**src/rtl/ovx_pkg.sv**
```systemverilog
package ovx_pkg;
  // timeslot-0 bit positions (bit 7 is first on line)
  localparam int SI_POS  = 7;
  localparam int A_POS   = 5;
  localparam int SA_MSB  = 4;
  localparam int SA7_POS = 1;
  // timeslot-16 positions in signalling multiframe frame 0
  localparam int X0_POS  = 3;
  localparam int Y_POS   = 2;
  localparam int X1_POS  = 1;
  localparam int X2_POS  = 0;
  localparam int CW_W    = 4;

  function automatic int zeros_in(input logic [7:0] v, input int n);
    int c;
    c = 0;
    for (int i = 0; i < n; i++) if (!v[i]) c++;
    return c;
  endfunction
endpackage

```
**src/rtl/ovx_cw_debounce.sv**
```systemverilog
module ovx_cw_debounce import ovx_pkg::*; #(
  parameter int SEL_W = 3,
  parameter int IDX_W = 3
) (
  input  logic             clk,
  input  logic             rst,
  input  logic             stb,
  input  logic [IDX_W-1:0] idx,
  input  logic             oof,
  input  logic [SEL_W-1:0] sel,
  input  logic [4:0]       sa_in,
  output logic [CW_W-1:0]  cw
);
  localparam int POS_W = IDX_W - 1;

  logic [SEL_W-1:0] sel_q;
  logic [CW_W-1:0]  part, hist;
  logic [POS_W:0]   cnt;
  logic             hist_ok;
  logic             restart, sel_ok, bit_in;
  logic [POS_W-1:0] pos;
  logic [CW_W-1:0]  word;

  assign restart = (sel != sel_q);
  assign sel_ok  = (sel <= SEL_W'(4));
  assign pos     = idx[IDX_W-1:1];
  assign bit_in  = sa_in[3'(4 - int'(sel_ok ? sel : '0))];
  assign word    = {part[CW_W-1:1], bit_in};

  always_ff @(posedge clk) begin
    if (rst) begin
      sel_q   <= '0;
      part    <= '0;
      hist    <= '0;
      cnt     <= '0;
      hist_ok <= 1'b0;
      cw      <= '0;
    end else begin
      sel_q <= sel;
      if (restart) begin
        cnt     <= '0;
        hist_ok <= 1'b0;
      end else if (stb) begin
        if (oof || !sel_ok) begin
          cnt <= '0;
        end else if (idx[0]) begin
          if (pos == '0) begin
            part[CW_W-1] <= bit_in;
            cnt          <= 1;
          end else if ({1'b0, pos} == cnt) begin
            part[CW_W-1-int'(pos)] <= bit_in;
            if (int'(pos) == CW_W-1) begin
              cnt     <= '0;
              hist    <= word;
              hist_ok <= 1'b1;
              if (hist_ok && hist == word) cw <= word;
            end else begin
              cnt <= cnt + 1'b1;
            end
          end else begin
            cnt <= '0;
          end
        end
      end
    end
  end

  assert_cw_on_strobe_R2: assert property (@(posedge clk) disable iff (rst)
    (!$past(rst) && !$stable(cw)) |-> $past(stb && idx[0] && !oof));
  assert_cw_restart_R9: assert property (@(posedge clk) disable iff (rst)
    $past(restart) |-> $stable(cw));
  assert_cw_reset_R8: assert property (@(posedge clk) disable iff (rst)
    $past(rst) |-> (cw == '0 && !hist_ok));
endmodule

```
**src/rtl/ovx_link_detect.sv**
```systemverilog
module ovx_link_detect import ovx_pkg::*; #(
  parameter int WIN   = 3,
  parameter int MIN_Z = 2
) (
  input  logic clk,
  input  logic rst,
  input  logic shift,
  input  logic bit_in,
  output logic link
);
  logic [WIN-1:0] win_q;
  logic [WIN-1:0] win_n;
  logic [7:0]     win_ext;

  generate
    if (WIN > 1) begin : g_multi
      assign win_n = {win_q[WIN-2:0], bit_in};
    end else begin : g_single
      assign win_n = bit_in;
    end
  endgenerate
  assign win_ext = {{(8-WIN){1'b1}}, win_n};

  always_ff @(posedge clk) begin
    if (rst) begin
      win_q <= '1;
      link  <= 1'b0;
    end else if (shift) begin
      win_q <= win_n;
      link  <= (zeros_in(win_ext, WIN) >= MIN_Z);
    end
  end

  assert_link_on_shift_R7: assert property (@(posedge clk) disable iff (rst)
    (!$past(rst) && !$stable(link)) |-> $past(shift));
endmodule

```
**src/rtl/ovx_extract.sv**
```systemverilog
module ovx_extract import ovx_pkg::*; #(
  parameter int SEL_W     = 3,
  parameter int IDX_W     = 3,
  parameter int LINK_WIN  = 3,
  parameter int LINK_MINZ = 2
) (
  input  logic             clk,
  input  logic             rst,
  input  logic             frm_stb,
  input  logic [IDX_W-1:0] frm_idx,
  input  logic             oof,
  input  logic [7:0]       ts0_byte,
  input  logic             smf_start,
  input  logic [7:0]       ts16_byte,
  input  logic [SEL_W-1:0] cw_sel,
  output logic [1:0]       si_bits,
  output logic [4:0]       sa_bits,
  output logic             a_bit,
  output logic [2:0]       x_bits,
  output logic             y_bit,
  output logic [CW_W-1:0]  nat_cw,
  output logic             link_id
);
  logic       nfas;
  logic       xy_pend;
  logic [2:0] x_stage;
  logic       y_stage;

  assign nfas = frm_idx[0];

  always_ff @(posedge clk) begin
    if (rst) begin
      si_bits <= '0;
      sa_bits <= '0;
      a_bit   <= 1'b0;
      x_bits  <= '0;
      y_bit   <= 1'b0;
      xy_pend <= 1'b0;
      x_stage <= '0;
      y_stage <= 1'b0;
    end else if (frm_stb) begin
      if (!oof) begin
        if (nfas) begin
          si_bits[0] <= ts0_byte[SI_POS];
          sa_bits    <= ts0_byte[SA_MSB:0];
        end else begin
          si_bits[1] <= ts0_byte[SI_POS];
        end
      end
      if (nfas) a_bit <= ts0_byte[A_POS];
      if (xy_pend) begin
        x_bits <= x_stage;
        y_bit  <= y_stage;
      end
      xy_pend <= smf_start;
      if (smf_start) begin
        x_stage <= {ts16_byte[X0_POS], ts16_byte[X1_POS], ts16_byte[X2_POS]};
        y_stage <= ts16_byte[Y_POS];
      end
    end
  end

  ovx_cw_debounce #(.SEL_W(SEL_W), .IDX_W(IDX_W)) u_cw (
    .clk(clk), .rst(rst), .stb(frm_stb), .idx(frm_idx), .oof(oof),
    .sel(cw_sel), .sa_in(ts0_byte[SA_MSB:0]), .cw(nat_cw)
  );

  ovx_link_detect #(.WIN(LINK_WIN), .MIN_Z(LINK_MINZ)) u_link (
    .clk(clk), .rst(rst), .shift(frm_stb && nfas && !oof),
    .bit_in(ts0_byte[SA7_POS]), .link(link_id)
  );

  assert_si_hold_R3: assert property (@(posedge clk) disable iff (rst)
    (!$past(rst) && $past(oof)) |-> $stable(si_bits));
  assert_sa_hold_R4: assert property (@(posedge clk) disable iff (rst)
    (!$past(rst) && $past(oof)) |-> $stable(sa_bits));
  assert_a_on_nfas_R5: assert property (@(posedge clk) disable iff (rst)
    (!$past(rst) && !$stable(a_bit)) |-> $past(frm_stb && nfas));
  assert_xy_staged_R6: assert property (@(posedge clk) disable iff (rst)
    (!$past(rst) && !$stable({x_bits, y_bit})) |-> $past(frm_stb && xy_pend));
  assert_reset_clear_R8: assert property (@(posedge clk) disable iff (rst)
    $past(rst) |-> (si_bits == '0 && sa_bits == '0 && !a_bit && x_bits == '0 && !y_bit && !link_id));
endmodule

```
**config.mk**
```make
export PLATFORM = sky130hd
export DESIGN_NAME = ovx_extract
export DESIGN_NICKNAME = d
export VERILOG_FILES = /design/src/rtl/ovx_pkg.sv /design/src/rtl/ovx_cw_debounce.sv /design/src/rtl/ovx_link_detect.sv /design/src/rtl/ovx_extract.sv
export SDC_FILE = /design/constraint.sdc
export NUM_CORES = 1
export LEC_CHECK = 0
export ABC_CLOCK_PERIOD_IN_PS = 2200
export BUFFER_PORTS_ARGS = -buffer_cell sky130_fd_sc_hd__buf_2
export CORE_AREA = 2 2 66 75
export DETAILED_ROUTE_END_ITERATION = 6
export DIE_AREA = 0 0 68 77
export PLACE_DENSITY = 0.71
export SYNTH_ARGS = -nofsm -noshare
export SYNTH_HDL_FRONTEND = slang
export SYNTH_SLANG_ARGS = --single-unit
export TNS_END_PERCENT = 5
```
**constraint.sdc**
```tcl
create_clock -name clk -period 2.2 [get_ports clk]
set_input_delay 0.55 -clock clk [delete_from_list [all_inputs] [get_ports clk]]
set_output_delay 0.55 -clock clk [all_outputs]
set_load 0.01 [all_outputs]
```
# Word-level counts from Yosys, hierarchy flattened
# Index checks and enable logic that the tools add are counted.
# totals
out_inout_bits	17
elab_cells	82
ff_bits	39
# classes
muxes	23
add_sub_neg	5
n_eq_ne	4
n_bitwise	5
order_cmp	5
reduce_logical	22
# op_table
cell	count
two-way mux 32 bit	8
adder 32 x 2 -> 32 bit (second input constant)	2
>= comparator 32 x 1 -> 1 bit (second input constant)	1
>= comparator 32 x 3 -> 1 bit (second input constant)	1
< comparator 32 x 4 -> 1 bit (second input constant)	1
two-way mux 3 bit	6
AND reduction 6 bit	2
AND reduction 2 bit	4
AND reduction 8 bit	1
AND reduction 7 bit	1
AND reduction 3 bit	2
< comparator 3 x 5 -> 1 bit (second input constant)	1
two-way mux 1 bit	5
NOT 1 bit	5
AND reduction 5 bit	1
bitwise mux 4 bit	1
== test 4 bit	1
logical AND 1 bit	4
two-way mux 4 bit	1
nonzero test 2 bit	2
adder 3 x 1 -> 3 bit (second input constant)	1
binary-select mux 1 bit (select 3 bit)	1
== test 2 x 3 -> 1 bit	1
<= comparator 3 bit (second input constant)	1
9 further kinds	10

# Longest topological paths before layout
# depth
ltp_word	13
ltp_mapped	8
mapped_depth_nobuf	8

# By module
# A second synthesis with hierarchy kept.
# hier_totals
cells_unflattened	193
area_unflattened_um2	1875.5
# by_module_without_submodules
mod	area_per_inst_um2	cells_per_inst	seq_area_each_um2	n_inst
ovx_cw_debounce	977.2	102	360.3	1
ovx_extract	748.2	75	340.3	1
ovx_link_detect	150.1	16	60.1	1

# Worst setup path after synthesis
# OpenSTA, ideal clock, no wires.
# synth_timing
kind	input -> register
startpoint	input cw_sel[2]
endpoint	register u_cw.cw[1]
slack_ns	-0.122
arrival_time_ns	2.204
setup_ns	0.118
stages	7
t_required_ns	2.082
n_path_buf	0
cell_sequence	nand2b_1 > ha_1 > xnor2_1 > mux2_4 > a32o_2 > mux2_4 > mux2i_1
# synth_between
elab_chain_len	9
elab_cells_between_ends	14
# synth_lines
element	line	text
start: declaration	ovx_extract.sv:15	input logic [SEL_W-1:0] cw_sel,
<= comparator 3 bit	ovx_cw_debounce.sv:25	assign sel_ok = (sel <= SEL_W'(4));
two-way mux 3 bit	ovx_cw_debounce.sv:27	assign bit_in = sa_in[3'(4 - int'(sel_ok ? sel : '0))];
subtractor 3 bit	ovx_cw_debounce.sv:27	
binary-select mux 1 bit (select 3 bit)	ovx_cw_debounce.sv:27	
two-way mux 1 bit (2 in series)	ovx_cw_debounce.sv:27	
== test 4 bit	ovx_cw_debounce.sv:56	if (hist_ok && hist == word) cw <= word;
logical AND 1 bit	ovx_cw_debounce.sv:56	
AND reduction 8 bit (no line) (*)	--	
end signal: assignment	ovx_cw_debounce.sv:56	
end: declaration	ovx_cw_debounce.sv:12	output logic [CW_W-1:0] cw
# Mark *: on every way between the ends. The rest lies on a longest branch, timed or not. The select of a mux whose other input is x is not followed.
# A chain may end at the register's enable or synchronous reset.

# Worst setup path in the final report
# Same ends and word-level chain as after synthesis.

==> results.toml <==
[floorplanning]
floorplan.initialDensity_pct = 38.6
fp.dieW_um = 68
die_area_sq_mm = 0.00524
rows = 26
die_y_um = 77
core_area_sq_mm = 0.00449
io_pins = 44

[sta]
max_slew.worst_pin.slew_ns = 0.361
whs_ns = 0.455
min_period_over_period_pct = 91.9
hold_viol = 0
rsz0062_at_grt = "false"
max_slew_margin_pct = 75.3
setup_viol = 0
fmaxAchievable_ghz = 0.495
finalWorstPathRequiredPeriod_ns = 2.02
report.final.slew_viol_count = 0
finalSetupTns_ns = 0
clock_skew_ns = 0.00594

[status]
outcome = "finished clean"

[setup_path]
critical_path_class = "in -> reg"
cpMostUsedCell = "mux2_4"
crit_fanout = 4
end_kind = "flop"
crit_start = "cw_sel[2]"
cp_cell_sequence = "buf_2 > nand2b_1 > ha_4 > xnor2_2 > mux2_4 > a32o_2 > mux2_4 > mux2i_1"
reg2reg_slack_ns = 0.31
reg2reg_from = "u_cw.part[1]"
cp_slowest_cell = "mux2_4"
crit_path_end = "u_cw.cw[1]"
critPathRequiredTime_ns = 2.39
reg2regPathDepth = 5
slowest_delay_ns = 0.33
start_kind = "primary input"
cp.arrival_ns = 2.21
rr_endpoint = "u_cw.cw[1]"

[power]
p_total_w = 0.00159
switching_power_w = 0.000354
power.internal_w = 0.00123
power_frac_clock_pct = 45.1
p_leak_nw = 0.954
sw_frac_of_total_pct = 22.3
peakVddDrop_mv = 0.288
p_seq_share_pct = 44.8
combPwrFrac_pct = 10.1
power_density_mw_per_mm2 = 709

[grt]
grt-ovfl-total = 0
grt_max_degree = 23
grt_util_all_layers_pct = 15.9
grt_pass1_vias = 1527
grt_pass1_wl_um = 6490
antenna_found_initial = 0

[cts]
clock_latency_ns = 0.30
cts_sinks = 38
root_buffer = "clkbuf_8"
cts_tree = "yes"
cts-buffers-inserted = 5
postCtsHoldBufs = 0
cts_setup_buffers = 0
htreeDepth = 2
clk_pin_slew_worst_paths_ns = 0.08
clk_path_buf_depth = 2
cts_resized = 0

[synth]
synth_flop_cell = "dfxtp_1"
synth_top_area_cell = "dfxtp_1"
synth_warnings = 0
ys_types = 34
synth_area_sq_mm = 0.00173
synth_fp_nets = 237
postSynthAreaPerCell_sq_um = 8.42
ys_async_sr_fraction_pct = 0
syn_inst = 206
ys_ff_latch = 38
seq_area_frac_synth_pct = 43.9
synth_edf_count = 0
synth_top_cells_by_area = "dfxtp_1 44%, nand2_1 8.0%, a21oi_1 7.2%, mux2i_1 4.6%, nand3_1 3.8%"
synth_top_area_share_pct = 43.9

[cells_and_area]
diodes = 0
final_core_util_pct = 49.9
final_layout_size_suffix_gt1_share_pct = 27.9
area_delta_synth_final_pct = 29.2
nNetsFinal = 288

[worst_hold_path]
hold_path_class = "reg -> reg"
hp-start = "u_cw.hist_ok"

[detailed_routing]
num_vias = 1529
post_drt_wl_per_cell_um = 11.7
dr.pass1.iters = 4
ant_nets = 0
initialDrtViolationCount = 41
totalWireLength_um = 3690
routed_via_density = 4.87
drc = 0

[job]
drv_cap = 0

[place]
dp_hpwl_um = 2730
gp_congestion = 0.776
io_buffers = 38
cells in the mapped netlist (4+ instances only):
| cell | number |
|---|---|
| xnor2_1 | 5 |
| nor2b_1 | 4 |
| nand3_1 | 13 |
| nand2b_1 | 10 |
| a21oi_1 | 25 |
| clkbuf_1 | 8 |
| inv_1 | 6 |
| ha_1 | 4 |
| o21ai_0 | 8 |
| nand2_1 | 37 |
| dfxtp_1 | 38 |
| mux2i_1 | 8 |
| nor2_1 | 8 |
logic make-up (layout without fill, tap and decap cells):
family / count (synthesis) / count (layout) / share of synthesized area [%]
buffers and inverters: 16 / 68 / 3.53
AO/OA/AOI/OAI: 41 / 41 / 13.5
multiplexers: 10 / 10 / 6.35
flip-flops: 38 / 38 / 43.9
AND/OR/NAND/NOR: 89 / 89 / 25.8
XOR/XNOR: 8 / 8 / 4.04
adder cells (fa/ha/maj): 4 / 4 / 2.89
power groups by stage:
stage	Clock, W	Combinational (W)	Sequential, W
6_report	0.000716	0.000160	0.000712
5_1_grt	0.000759	0.000181	0.000714
4_1_cts	0.000730	0.000161	0.000712
3_5_place_dp	0	0.000161	0.000728
3_3_place_gp	0	0.000158	0.000728
2_1_floorplan	0	0.0000894	0.000730
state kept, by name, summed over array words and instances (netlist names), 3 cells and up:
signal      flops
sa_bits         5
u_cw.cnt        3
u_cw.cw         4
u_cw.hist       4
u_cw.part       3
u_cw.sel_q      3
x_bits          3
x_stage         3
cell type report:
| type | instances | area (sq um) |
|---|---|---|
| fillers | 445 | 2250 |
| multi-input cells | 152 | 940 |
| flip-flops and latches | 38 | 761 |
| repair buffers | 54 | 310 |
| well taps | 56 | 70.1 |
| clock buffers | 5 | 68.8 |
| clock inverters | 3 | 68.8 |
| inverters | 6 | 22.5 |
stage by stage:
| stage | setup slack, ns | area (sq um) | cells |
|---|---|---|---|
| final | 0.179 | 2240 | 314 |
| after global routing | 0.122 | 2240 | 314 |
| after detailed placement | -0.128 | 2100 | 306 |
| after CTS | 0.191 | 2240 | 314 |
| after global placement | -0.115 | 2100 | 306 |
| after floorplan | 0.0310 | 1760 | 206 |
how the worst min path moves through the flow:
stage          slack (ns)  depth (start not counted)            to
2_1_floorplan        0.43                          2  u_cw.hist_ok
3_5_place_dp         0.44                          2  u_cw.hist_ok
6_report             0.45                          2  u_cw.hist_ok
5_1_grt              0.47                          2    sa_bits[0]
3_3_place_gp         0.44                          2  u_cw.hist_ok
4_1_cts              0.45                          2  u_cw.hist_ok
cell usage in the layout (no fill, tap or decap), types with 4 or more instances in the layout:
cell type,synthesis,layout
buf_4,0,16
buf_2,1,38
inv_1,6,6
nand3_1,13,13
nor2_1,8,8
nand2b_1,10,9
a21oi_1,25,25
clkbuf_8,0,5
o21ai_0,8,8
mux2i_1,8,8
nor2b_1,4,4
dfxtp_1,38,38
nand2_1,37,37
xnor2_1,5,4
routing by layer:
metal / wire (um) / vias to the layer above / global-route usage [%]
li1: - / 811 / -
met1: 1610 / 691 / 18.4
met2: 1850 / 23 / 27.3
met3: 166 / 4 / 4.99
met4: 51 / 0 / 4.80
met5: 0 / - / 0
critical path: cells and delay by family:
| kind | cells | cell delay (ns) |
|---|---|---|
| muxes | 3 | 0.77 |
| xor gates and xnor gates | 1 | 0.16 |
| and+or+nand+nor | 1 | 0.17 |
| adders and majority gates | 1 | 0.17 |
| buffers and inverters | 1 | 0.12 |
| AOI/OAI and AO/OA | 1 | 0.26 |
Power figures use the tool's default switching activity.
